### src/rtl/sb_pkg.sv
package sb_pkg;
    // Source operands carried by each issue-window slot.
    localparam int SB_SRCS = 2;
endpackage

### src/rtl/sb_wake_match.sv
module sb_wake_match #(
    parameter int TAG_W = 6,
    parameter int LANES = 2,
    parameter int NREGS = 32
) (
    input  logic [TAG_W-1:0]       tag,
    input  logic [LANES-1:0]       lane_valid,
    input  logic [LANES*TAG_W-1:0] lane_tag,
    output logic                   hit
);
    localparam logic [TAG_W-1:0] LIMIT = TAG_W'(NREGS);

    always_comb begin
        hit = 1'b0;
        for (int l = 0; l < LANES; l++) begin
            if (lane_valid[l] && (lane_tag[l*TAG_W +: TAG_W] == tag) && (tag < LIMIT))
                hit = 1'b1;
        end
    end
endmodule

### src/rtl/sb_ready_bits.sv
module sb_ready_bits #(
    parameter int TAG_W = 6,
    parameter int LANES = 2,
    parameter int NREGS = 32
) (
    input  logic                   clk,
    input  logic                   rst_n,
    input  logic                   alloc_valid,
    input  logic [TAG_W-1:0]       alloc_tag,
    input  logic [LANES-1:0]       wake_valid,
    input  logic [LANES*TAG_W-1:0] wake_tag,
    output logic [NREGS-1:0]       ready_q
);
    localparam int               IDX_W = $clog2(NREGS);
    localparam logic [TAG_W-1:0] LIMIT = TAG_W'(NREGS);

    logic [NREGS-1:0] ready_d;
    logic             alloc_trk;

    assign alloc_trk = alloc_valid && (alloc_tag < LIMIT);

    always_comb begin
        ready_d = ready_q;
        for (int l = 0; l < LANES; l++) begin
            if (wake_valid[l] && (wake_tag[l*TAG_W +: TAG_W] < LIMIT))
                ready_d[wake_tag[l*TAG_W +: IDX_W]] = 1'b1;
        end
        // A new producer overrides a stale broadcast of the same tag.
        if (alloc_trk)
            ready_d[alloc_tag[IDX_W-1:0]] = 1'b0;
    end

    always_ff @(posedge clk or negedge rst_n) begin
        if (!rst_n) ready_q <= '0;
        else        ready_q <= ready_d;
    end

    p_alloc_clears_r3: assert property (@(posedge clk) disable iff (!rst_n)
        alloc_valid && (alloc_tag < LIMIT) |=> !ready_q[$past(alloc_tag[IDX_W-1:0])]);

    p_untracked_ignored_r4: assert property (@(posedge clk) disable iff (!rst_n)
        alloc_valid && !(alloc_tag < LIMIT) && (wake_valid == '0) |=> $stable(ready_q));

    for (genvar l = 0; l < LANES; l++) begin : g_lane_chk
        p_wake_sets_r2: assert property (@(posedge clk) disable iff (!rst_n)
            wake_valid[l] && (wake_tag[l*TAG_W +: TAG_W] < LIMIT)
            && !(alloc_valid && alloc_tag == wake_tag[l*TAG_W +: TAG_W])
            |=> ready_q[$past(wake_tag[l*TAG_W +: IDX_W])]);
    end
endmodule

### src/rtl/wakeup_scoreboard.sv
module wakeup_scoreboard
    import sb_pkg::*;
#(
    parameter int INT_REGS = 16,
    parameter int FP_REGS  = 16,
    parameter int TAG_W    = 6,
    parameter int ENTRIES  = 4,
    parameter int WAKE_W   = 2,
    localparam int NREGS   = INT_REGS + FP_REGS,
    localparam int ENT_W   = $clog2(ENTRIES)
) (
    input  logic                    clk,
    input  logic                    rst_n,
    input  logic                    alloc_valid,
    input  logic [TAG_W-1:0]        alloc_tag,
    input  logic                    ins_valid,
    input  logic [ENT_W-1:0]        ins_idx,
    input  logic [2*TAG_W-1:0]      ins_src_tag,
    input  logic [1:0]              ins_src_rdy,
    input  logic [WAKE_W-1:0]       wake_valid,
    input  logic [WAKE_W*TAG_W-1:0] wake_tag,
    input  logic                    release_valid,
    input  logic [ENT_W-1:0]        release_idx,
    output logic [NREGS-1:0]        reg_ready,
    output logic [ENTRIES-1:0]      entry_ready,
    output logic                    error
);
    localparam int               IDX_W = $clog2(NREGS);
    localparam logic [TAG_W-1:0] LIMIT = TAG_W'(NREGS);

    typedef struct packed {
        logic [ENTRIES-1:0]                        vld;
        logic [ENTRIES-1:0][SB_SRCS-1:0]           rdy;
        logic [ENTRIES-1:0][SB_SRCS-1:0][TAG_W-1:0] tag;
        logic                                      err;
    } win_t;

    win_t st_d, st_q;

    logic [SB_SRCS-1:0][TAG_W-1:0]   ins_tag;
    logic [SB_SRCS-1:0]              ins_hit;
    logic [SB_SRCS-1:0]              ins_rdy_now;
    logic [ENTRIES-1:0][SB_SRCS-1:0] ent_hit;
    logic                            err_hit;
    logic                            alloc_trk;

    assign ins_tag   = ins_src_tag;
    assign alloc_trk = alloc_valid && (alloc_tag < LIMIT);

    sb_ready_bits #(.TAG_W(TAG_W), .LANES(WAKE_W), .NREGS(NREGS)) u_bits (
        .clk(clk), .rst_n(rst_n),
        .alloc_valid(alloc_valid), .alloc_tag(alloc_tag),
        .wake_valid(wake_valid), .wake_tag(wake_tag),
        .ready_q(reg_ready)
    );

    for (genvar s = 0; s < SB_SRCS; s++) begin : g_ins
        sb_wake_match #(.TAG_W(TAG_W), .LANES(WAKE_W), .NREGS(NREGS)) u_match (
            .tag(ins_tag[s]), .lane_valid(wake_valid), .lane_tag(wake_tag),
            .hit(ins_hit[s])
        );
    end

    for (genvar e = 0; e < ENTRIES; e++) begin : g_ent
        for (genvar s = 0; s < SB_SRCS; s++) begin : g_src
            sb_wake_match #(.TAG_W(TAG_W), .LANES(WAKE_W), .NREGS(NREGS)) u_match (
                .tag(st_q.tag[e][s]), .lane_valid(wake_valid), .lane_tag(wake_tag),
                .hit(ent_hit[e][s])
            );
        end
    end

    // Insert-time readiness: rename flag, scoreboard re-check, same-cycle broadcast.
    always_comb begin
        for (int s = 0; s < SB_SRCS; s++) begin
            if (ins_tag[s] < LIMIT)
                ins_rdy_now[s] = ins_src_rdy[s] | reg_ready[ins_tag[s][IDX_W-1:0]] | ins_hit[s];
            else
                ins_rdy_now[s] = 1'b1;
        end
    end

    always_comb begin
        st_d    = st_q;
        err_hit = 1'b0;
        for (int e = 0; e < ENTRIES; e++) begin
            for (int s = 0; s < SB_SRCS; s++) begin
                if (ent_hit[e][s])
                    st_d.rdy[e][s] = 1'b1;
                if (alloc_trk && st_q.vld[e] && !st_q.rdy[e][s] && !ent_hit[e][s]
                    && (st_q.tag[e][s] == alloc_tag))
                    err_hit = 1'b1;
            end
        end
        if (release_valid)
            st_d.vld[release_idx] = 1'b0;
        if (ins_valid) begin
            st_d.vld[ins_idx] = 1'b1;
            for (int s = 0; s < SB_SRCS; s++) begin
                st_d.tag[ins_idx][s] = ins_tag[s];
                st_d.rdy[ins_idx][s] = ins_rdy_now[s];
            end
        end
        if (err_hit)
            st_d.err = 1'b1;
    end

    always_ff @(posedge clk or negedge rst_n) begin
        if (!rst_n) st_q <= '0;
        else        st_q <= st_d;
    end

    always_comb begin
        for (int e = 0; e < ENTRIES; e++)
            entry_ready[e] = st_q.vld[e] & (&st_q.rdy[e]);
    end
    assign error = st_q.err;

    p_err_sticky_r8: assert property (@(posedge clk) disable iff (!rst_n)
        error |=> error);

    p_release_clears_r7: assert property (@(posedge clk) disable iff (!rst_n)
        release_valid && !(ins_valid && ins_idx == release_idx)
        |=> !entry_ready[$past(release_idx)]);

    for (genvar e = 0; e < ENTRIES; e++) begin : g_chk
        for (genvar s = 0; s < SB_SRCS; s++) begin : g_src_chk
            p_wake_entry_r6: assert property (@(posedge clk) disable iff (!rst_n)
                st_q.vld[e] && ent_hit[e][s] && !(ins_valid && ins_idx == ENT_W'(e))
                |=> st_q.rdy[e][s]);
        end
    end
endmodule

### config.mk
export PLATFORM = sky130hd
export DESIGN_NAME = wakeup_scoreboard
export DESIGN_NICKNAME = d
export VERILOG_FILES = /design/src/rtl/sb_pkg.sv /design/src/rtl/sb_wake_match.sv /design/src/rtl/sb_ready_bits.sv /design/src/rtl/wakeup_scoreboard.sv
export SDC_FILE = /design/constraint.sdc
export NUM_CORES = 1
export LEC_CHECK = 0
export BUFFER_PORTS_ARGS = -buffer_cell sky130_fd_sc_hd__buf_4
export CAP_MARGIN = 20
export CORE_MARGIN = 4
export CORE_UTILIZATION = 50
export CTS_CLUSTER_SIZE = 28
export DETAILED_ROUTE_END_ITERATION = 16
export GPL_TIMING_DRIVEN = 0
export PLACE_DENSITY = 0.74
export SYNTH_ARGS = -nofsm -noshare
export SYNTH_HDL_FRONTEND = slang
export SYNTH_SLANG_ARGS = --single-unit
### constraint.sdc
create_clock -name clk -period 2.4 [get_ports clk]
set_clock_uncertainty 0.15 [all_clocks]
set_input_delay 0.12 -clock clk [delete_from_list [all_inputs] [get_ports clk]]
set_output_delay 0.12 -clock clk [all_outputs]
set_load 0.02 [all_outputs]
==> results of run 1 <==
-- worst register-to-register path: cells and delay by family, from the launching register on --
| family | cells | cell delay [ps] |
|---|---|---|
| mux | 5 | 1190 |
| flops | 1 | 420 |
| simple gates | 1 | 220 |
| buf+inv | 1 | 170 |
-- final cells by class --
class,count,area [um^2]
Buffer,52,226
Fill cell,1032,4710
Timing Repair Buffer,74,599
Multi-Input combinational cell,456,3800
Inverter,4,15.0
Sequential cell,93,2330
Tap cell,168,210
Clock buffer,10,229
Clock inverter,6,87.6
-- stage by stage --
stage | utilization | std cells | cell area [um^2] | total power, mW | hold WS (ps)
after floorplan | - | 605 | 6360 | 3.59 | -326
after global placement | 0.573 | 829 | 7000 | 4.25 | 244
after detailed placement | 0.575 | 830 | 7020 | 4.32 | 16.2
after CTS | 0.608 | 855 | 7430 | 5.90 | 74.8
after global routing | 0.614 | 863 | 7500 | 6.26 | 68.5
final | 0.614 | 863 | 7500 | 5.99 | 56.2
-- layer usage --
| layer | vias up | global-route usage | part of all wire |
|---|---|---|---|
| li1 | 2392 | - | - |
| met1 | 2702 | 0.402 | 0.41 |
| met2 | 339 | 0.469 | 0.46 |
| met3 | 85 | 0.0426 | 0.079 |
| met4 | 0 | 0.178 | 0.053 |
| met5 | - | 0 | 0 |
-- power groups by stage --
stage | clock [mW] | sequential, mW | combinational [mW]
after global routing | 1.65 | 2.41 | 2.20
after global placement | 0 | 2.36 | 1.89
after CTS | 1.58 | 2.35 | 1.96
after detailed placement | 0 | 2.38 | 1.94
after floorplan | 0 | 2.44 | 1.15
final | 1.56 | 2.36 | 2.06
-- placed cells by master, fill, tap and decap left out, drive strengths merged, types with 8 or more instances in the layout --
cell / synthesis / layout
mux2: 46 / 46
clkbuf: 31 / 41
nor2: 18 / 18
nand2: 22 / 22
mux4: 16 / 16
nand3b: 15 / 15
xor2: 53 / 53
o22ai: 33 / 33
dlygate4sd3: 0 / 8
nor4: 20 / 20
o22a: 30 / 30
nand4: 20 / 20
dfrtp: 93 / 93
nor3: 13 / 13
xnor2: 91 / 91
buf: 21 / 87
nand3: 17 / 17
mux2i: 14 / 14
-- worst paths after layout --
path | from | slack (ps) | end
worst max-delay path | u_bits.ready_q[28] | 90 | st_q[55]
worst min-delay path | ins_src_rdy[0] | 60 | st_q[51]
worst max register to register | u_bits.ready_q[28] | 90 | st_q[55]
worst min register to register | st_q[58] | 380 | st_q[58]
max in group asynchronous | rst_n | 1270 | async pin
min in group asynchronous | rst_n | 180 | async pin
-- cell usage after synthesis, types with 2 or more instances --
| library cell | number | area, um^2 |
|---|---|---|
| nor4_1 | 19 | 119 |
| a21oi_1 | 2 | 10.0 |
| buf_1 | 5 | 18.8 |
| nand3b_1 | 15 | 113 |
| mux2_2 | 46 | 518 |
| o21ai_0 | 5 | 25.0 |
| xor2_1 | 53 | 464 |
| o41ai_1 | 2 | 17.5 |
| o211ai_1 | 2 | 15.0 |
| mux2i_1 | 14 | 140 |
| nand2_1 | 22 | 82.6 |
| clkbuf_1 | 30 | 113 |
| a31oi_1 | 2 | 12.5 |
| o32a_1 | 3 | 30.0 |
| nand2b_1 | 2 | 12.5 |
| o21a_1 | 2 | 15.0 |
| inv_1 | 4 | 15.0 |
| nand4_1 | 20 | 125 |
| or3_1 | 5 | 31.3 |
| a41o_1 | 2 | 20.0 |
| nand3_1 | 17 | 85.1 |
| o22a_1 | 30 | 263 |
| o22ai_1 | 33 | 206 |
| nor3_1 | 13 | 65.1 |
| xnor2_1 | 91 | 797 |
| mux4_1 | 4 | 105 |
| and3_1 | 5 | 31.3 |
| buf_2 | 15 | 75.1 |
| nor2_1 | 18 | 67.6 |
| dfrtp_1 | 93 | 2330 |
| or3b_2 | 5 | 43.8 |
| mux4_2 | 12 | 270 |
| nor2b_1 | 3 | 18.8 |
-- cell families after synthesis --
logic type,after synthesis
AO/OA/AOI/OAI,89
XOR/XNOR,144
buffers and inverters,56
flip-flops,93
multiplexers,76
AND/OR/NAND/NOR,147
-- timing repair --
| item | CTS | global route |
|---|---|---|
| hold buffers | 8 | 0 |
| endpoints found under the hold margin | 55 | 0 |
| pin swaps | 1 | 1 |
| buffers inserted | 1 | 8 |
| gates resized for setup | 1 | 9 |
| setup endpoints to repair | 4 | 5 |
==> results.toml, run 1 <==
[route]
drtAntennaViolNets = 0
drt_iter0_drc = 599
routed_via_density = 6.39
drt-wirelength-per-cell_um = 25.1
wl_mm = 21.6
drc = 0
dr.pass1.iters = 7
route.vias.total = 5518

[power_and_ir_drop]
leakagePower_nw = 2.88
p_clk_frac = 0.261
irDropWorstVdd_v = 0.000474
cellPowerDensity_nw_per_um2 = 799
p_sw_frac = 0.350
combPwrFrac = 0.344
internal_power_mw = 3.89
switchingPower_mw = 2.10
seq_power_share = 0.395

[setup_path]
max_stage_delay_ps = 500
r2r_cells = 7
crit_type = "register to register"
cp_slowest_cell = "mux4_2"
cp.required_ps = 2470
setup.worst_path.start_class = "register"
crit_cells = 7
cp_cell_sequence = "mux4_2, mux2i_2, mux2i_1, mux2_2, nor4_4, buf_6, mux2i_1"
cp_top_family = "multiplexers"
crit_path_end_kind = "register"
cp_max_fo = 4
path_buf_inv = 1
crit_top_cell = "mux2i_1"
critPathArrivalTime_ps = 2380

[final_layout]
n_antenna_cell = 0
drive_gt1_frac = 0.249
nets = 733
syn2layout_area_growth_pct = 17.8

[sta]
fin_ws_ps = 91.9
rsz0062_at_grt = "false"
fmax_mhz = 433
totalNegativeSetupSlack_ps = 0
maxSlewHeadroom = 0.438
tightest_slew_ps = 844
period_minus_slack_ps = 2310
slew_viol_final = 0
period_share = 0.962
hold_violations = 0
setup_viol_count_final = 0

[logic_synthesis]
synthArstFlopShare = 1.00
yosysSeqAreaShare = 0.366
postSynthCellCount = 605
synth_area_um2 = 6360
synthSimpleGateAreaFrac = 0.131
synth_nets = 648
ys.flop_type = "dfrtp_1"
synth_warnings = 0
muxShareOfSynthArea = 0.162
post_synth_xor_area_fraction = 0.198
ys_ff_latch = 93
synth-compound-area-share = 0.105
synth_edf_count = 0
syn_avg_cell_area_um2 = 10.5
synth-adder-area-share = 0
synth_top_family_by_area = "XOR/XNOR gates"
ys_types = 44

[floorplanning]
dieHeight_um = 121
die_area_um2 = 14600
io_pins = 80
die_w_um = 121
core_um2 = 12200
row_count = 40
start_util = 0.521

[placed_design]
io_buffers = 56
place_congestion = 0.937
hpwlAfterDp_mm = 15.3
preCtsSetupSlack_ps = -504

[grt]
grt_pass1_wl_mm = 33.0
antenna_found_initial = 0
grt_pass1_vias = 5684
grt_overflow = 0
track_usage = 0.302
grt_max_degree = 52

[clocking]
htree_num_levels = 3
cts_num_sinks = 93
clk-insertion-delay-late_ps = 360
clkTransAtPathRegs_ps = 70
clock_path_buffers = 2
cts_root_buf = "clkbuf_16"
cts_tree = "built"
cts_inserted_buffers = 9

[run]
drv_cap = 0

[outcome]
status = "complete, no violations"

[hold_path]
hold_depth = 4
hp-class = "input pin to register"
(Power assumes the default switching activity.)
==> run 2: changes to the inputs <==
==> constraint.sdc (replaced) <==
create_clock -name clk -period 2.4 [get_ports clk]
set_clock_uncertainty 0.15 [all_clocks]
set_input_delay 0 -clock clk [delete_from_list [all_inputs] [get_ports clk]]
set_output_delay 0 -clock clk [all_outputs]
set_load 0.02 [all_outputs]
==> run 2 against run 1 <==
Maximum frequency barely moved. Core utilization increased by 0.35 points. Critical path depth did not move. Total power up 0.11%. Hold slack lost 21 ps. First-iteration DRC count is 4.8% lower. Count of clock-buffer cells in the layout did not move.
==> results.toml, run 2 (same netlist as run 1, synthesis figures left out) <==
[final_layout]
fill_cells = 1027
instances_no_fill = 867
nets = 737
final_common_cell = "dfrtp_1"
regArea_um2 = 2330
drive_gt1_frac = 0.246
utilization = 0.617
multi_input_area_um2 = 3800
n_antenna_cell = 0
layout_common_cells = "dfrtp_1 (93), xnor2_1 (91), buf_4 (63)"
syn2layout_area_growth_pct = 18.5

[route]
wl_mm = 21.8
drtAntennaViolNets = 0
drt_iter0_drc = 570
dr.pass1.iters = 5
drt-wirelength-per-cell_um = 25.1
routed_via_density = 6.39
drc = 0
route.vias.total = 5543

[clocking]
clkTransAtPathRegs_ps = 70
cts_root_buf = "clkbuf_16"
htree_num_levels = 3
clk-insertion-delay-late_ps = 360
cts_num_sinks = 93
cts_inserted_buffers = 9
clock_path_buffers = 2
cts_tree = "built"

[sta]
period_minus_slack_ps = 2310
setup_viol_count_final = 0
period_share = 0.962
maxSlewHeadroom = 0.445
hold_violations = 0
rsz0062_at_grt = "false"
totalNegativeSetupSlack_ps = 0
tightest_slew_ps = 833
fin_ws_ps = 91.6
slew_viol_final = 0
fmax_mhz = 433

[power_and_ir_drop]
cellPowerDensity_nw_per_um2 = 795
leakagePower_nw = 2.90
power_mw = 5.99
irDropWorstVdd_v = 0.000473

[setup_path]
crit_path_end_kind = "register"
critPathArrivalTime_ps = 2400
cp.required_ps = 2500
crit_type = "register to register"
cp_max_fo = 4
setup.worst_path.start_class = "register"

[floorplanning]
io_pins = 80
dieHeight_um = 121
die_area_um2 = 14600
die_w_um = 121
row_count = 40
core_um2 = 12200
start_util = 0.521

[placed_design]
dp_cells = 830
hpwlAfterDp_mm = 15.3
preCtsSetupSlack_ps = -384
place_congestion = 0.937
io_buffers = 56

[grt]
grt_pass1_wl_mm = 33.2
grt_overflow = 0
grt_max_degree = 52
antenna_found_initial = 0
grt_pass1_vias = 5687
track_usage = 0.304

[outcome]
status = "complete, no violations"

[run]
drv_cap = 0

[hold_path]
hp-class = "input pin to register"
==> run 2: changes by cell type in the layout (fill, tap and decap cells not counted) <==
cell           delta
dlygate4sd3_1     +5
buf_4             -1
buf_2             -1
clkbuf_2          +1
==> run 2: layout make-up <==
class,instances,share of cell area
clock buffers,10,0.0304
flip-flops and latches,93,0.309
plain buffers,52,0.0300
well taps,168,0.0279
clock inverters,6,0.0116
inverters,4,0.00199
multi-input cells,456,0.504
repair buffers,78,0.0851
==> run 2: where the power goes <==
group	leakage [nW]	switching, mW	internal, mW
Combinational	1.66	0.992	1.07
Sequential	1.08	0.458	1.91
Clock	0.156	0.652	0.914
==> run 2: worst paths after layout <==
kind | start | endpoint | slack (ps) | cells after the start
max reg2reg | u_bits.ready_q[17] | st_q[56] | 90 | 7
min | ins_src_tag[3] | register | 30 | 3
min reg2reg | st_q[58] | st_q[58] | 370 | 2
max | u_bits.ready_q[17] | st_q[56] | 90 | 7
max in group asynchronous | rst_n | async pin | 1390 | 3
min in group asynchronous | rst_n | async pin | 60 | 2
==> run 2: stage by stage <==
step	hold slack (ps)	area [um^2]
after floorplan	-446	6360
after global placement	124	7000
after detailed placement	-104	7020
after CTS	26.6	7480
after global routing	50.3	7540
final	34.9	7540
==> run 2: repair_timing <==
action / 4_1_cts / 5_1_grt
buffers inserted: 1 / 7
gates resized for setup: 0 / 10
endpoints found under the hold margin: 121 / 0
pin swaps: 1 / 1
hold buffers: 13 / 0
endpoints found under the setup margin: 4 / 5
==> run 2: critical path, cell delays in order, from the launching register on <==
cell and delay, ps:
dfrtp_1 410, buf_4 150, mux4_2 440, mux2i_1 220, mux2i_1 160, o22ai_2 230
nand2_1 200, o21a_1 230
==> run 2: routing by layer <==
layer | track usage | share of wire | vias to the layer above
met5 | 0 | 0 | -
met4 | 0.178 | 0.058 | 0
met3 | 0.0426 | 0.081 | 96
met2 | 0.473 | 0.45 | 339
met1 | 0.405 | 0.41 | 2706
li1 | - | - | 2402
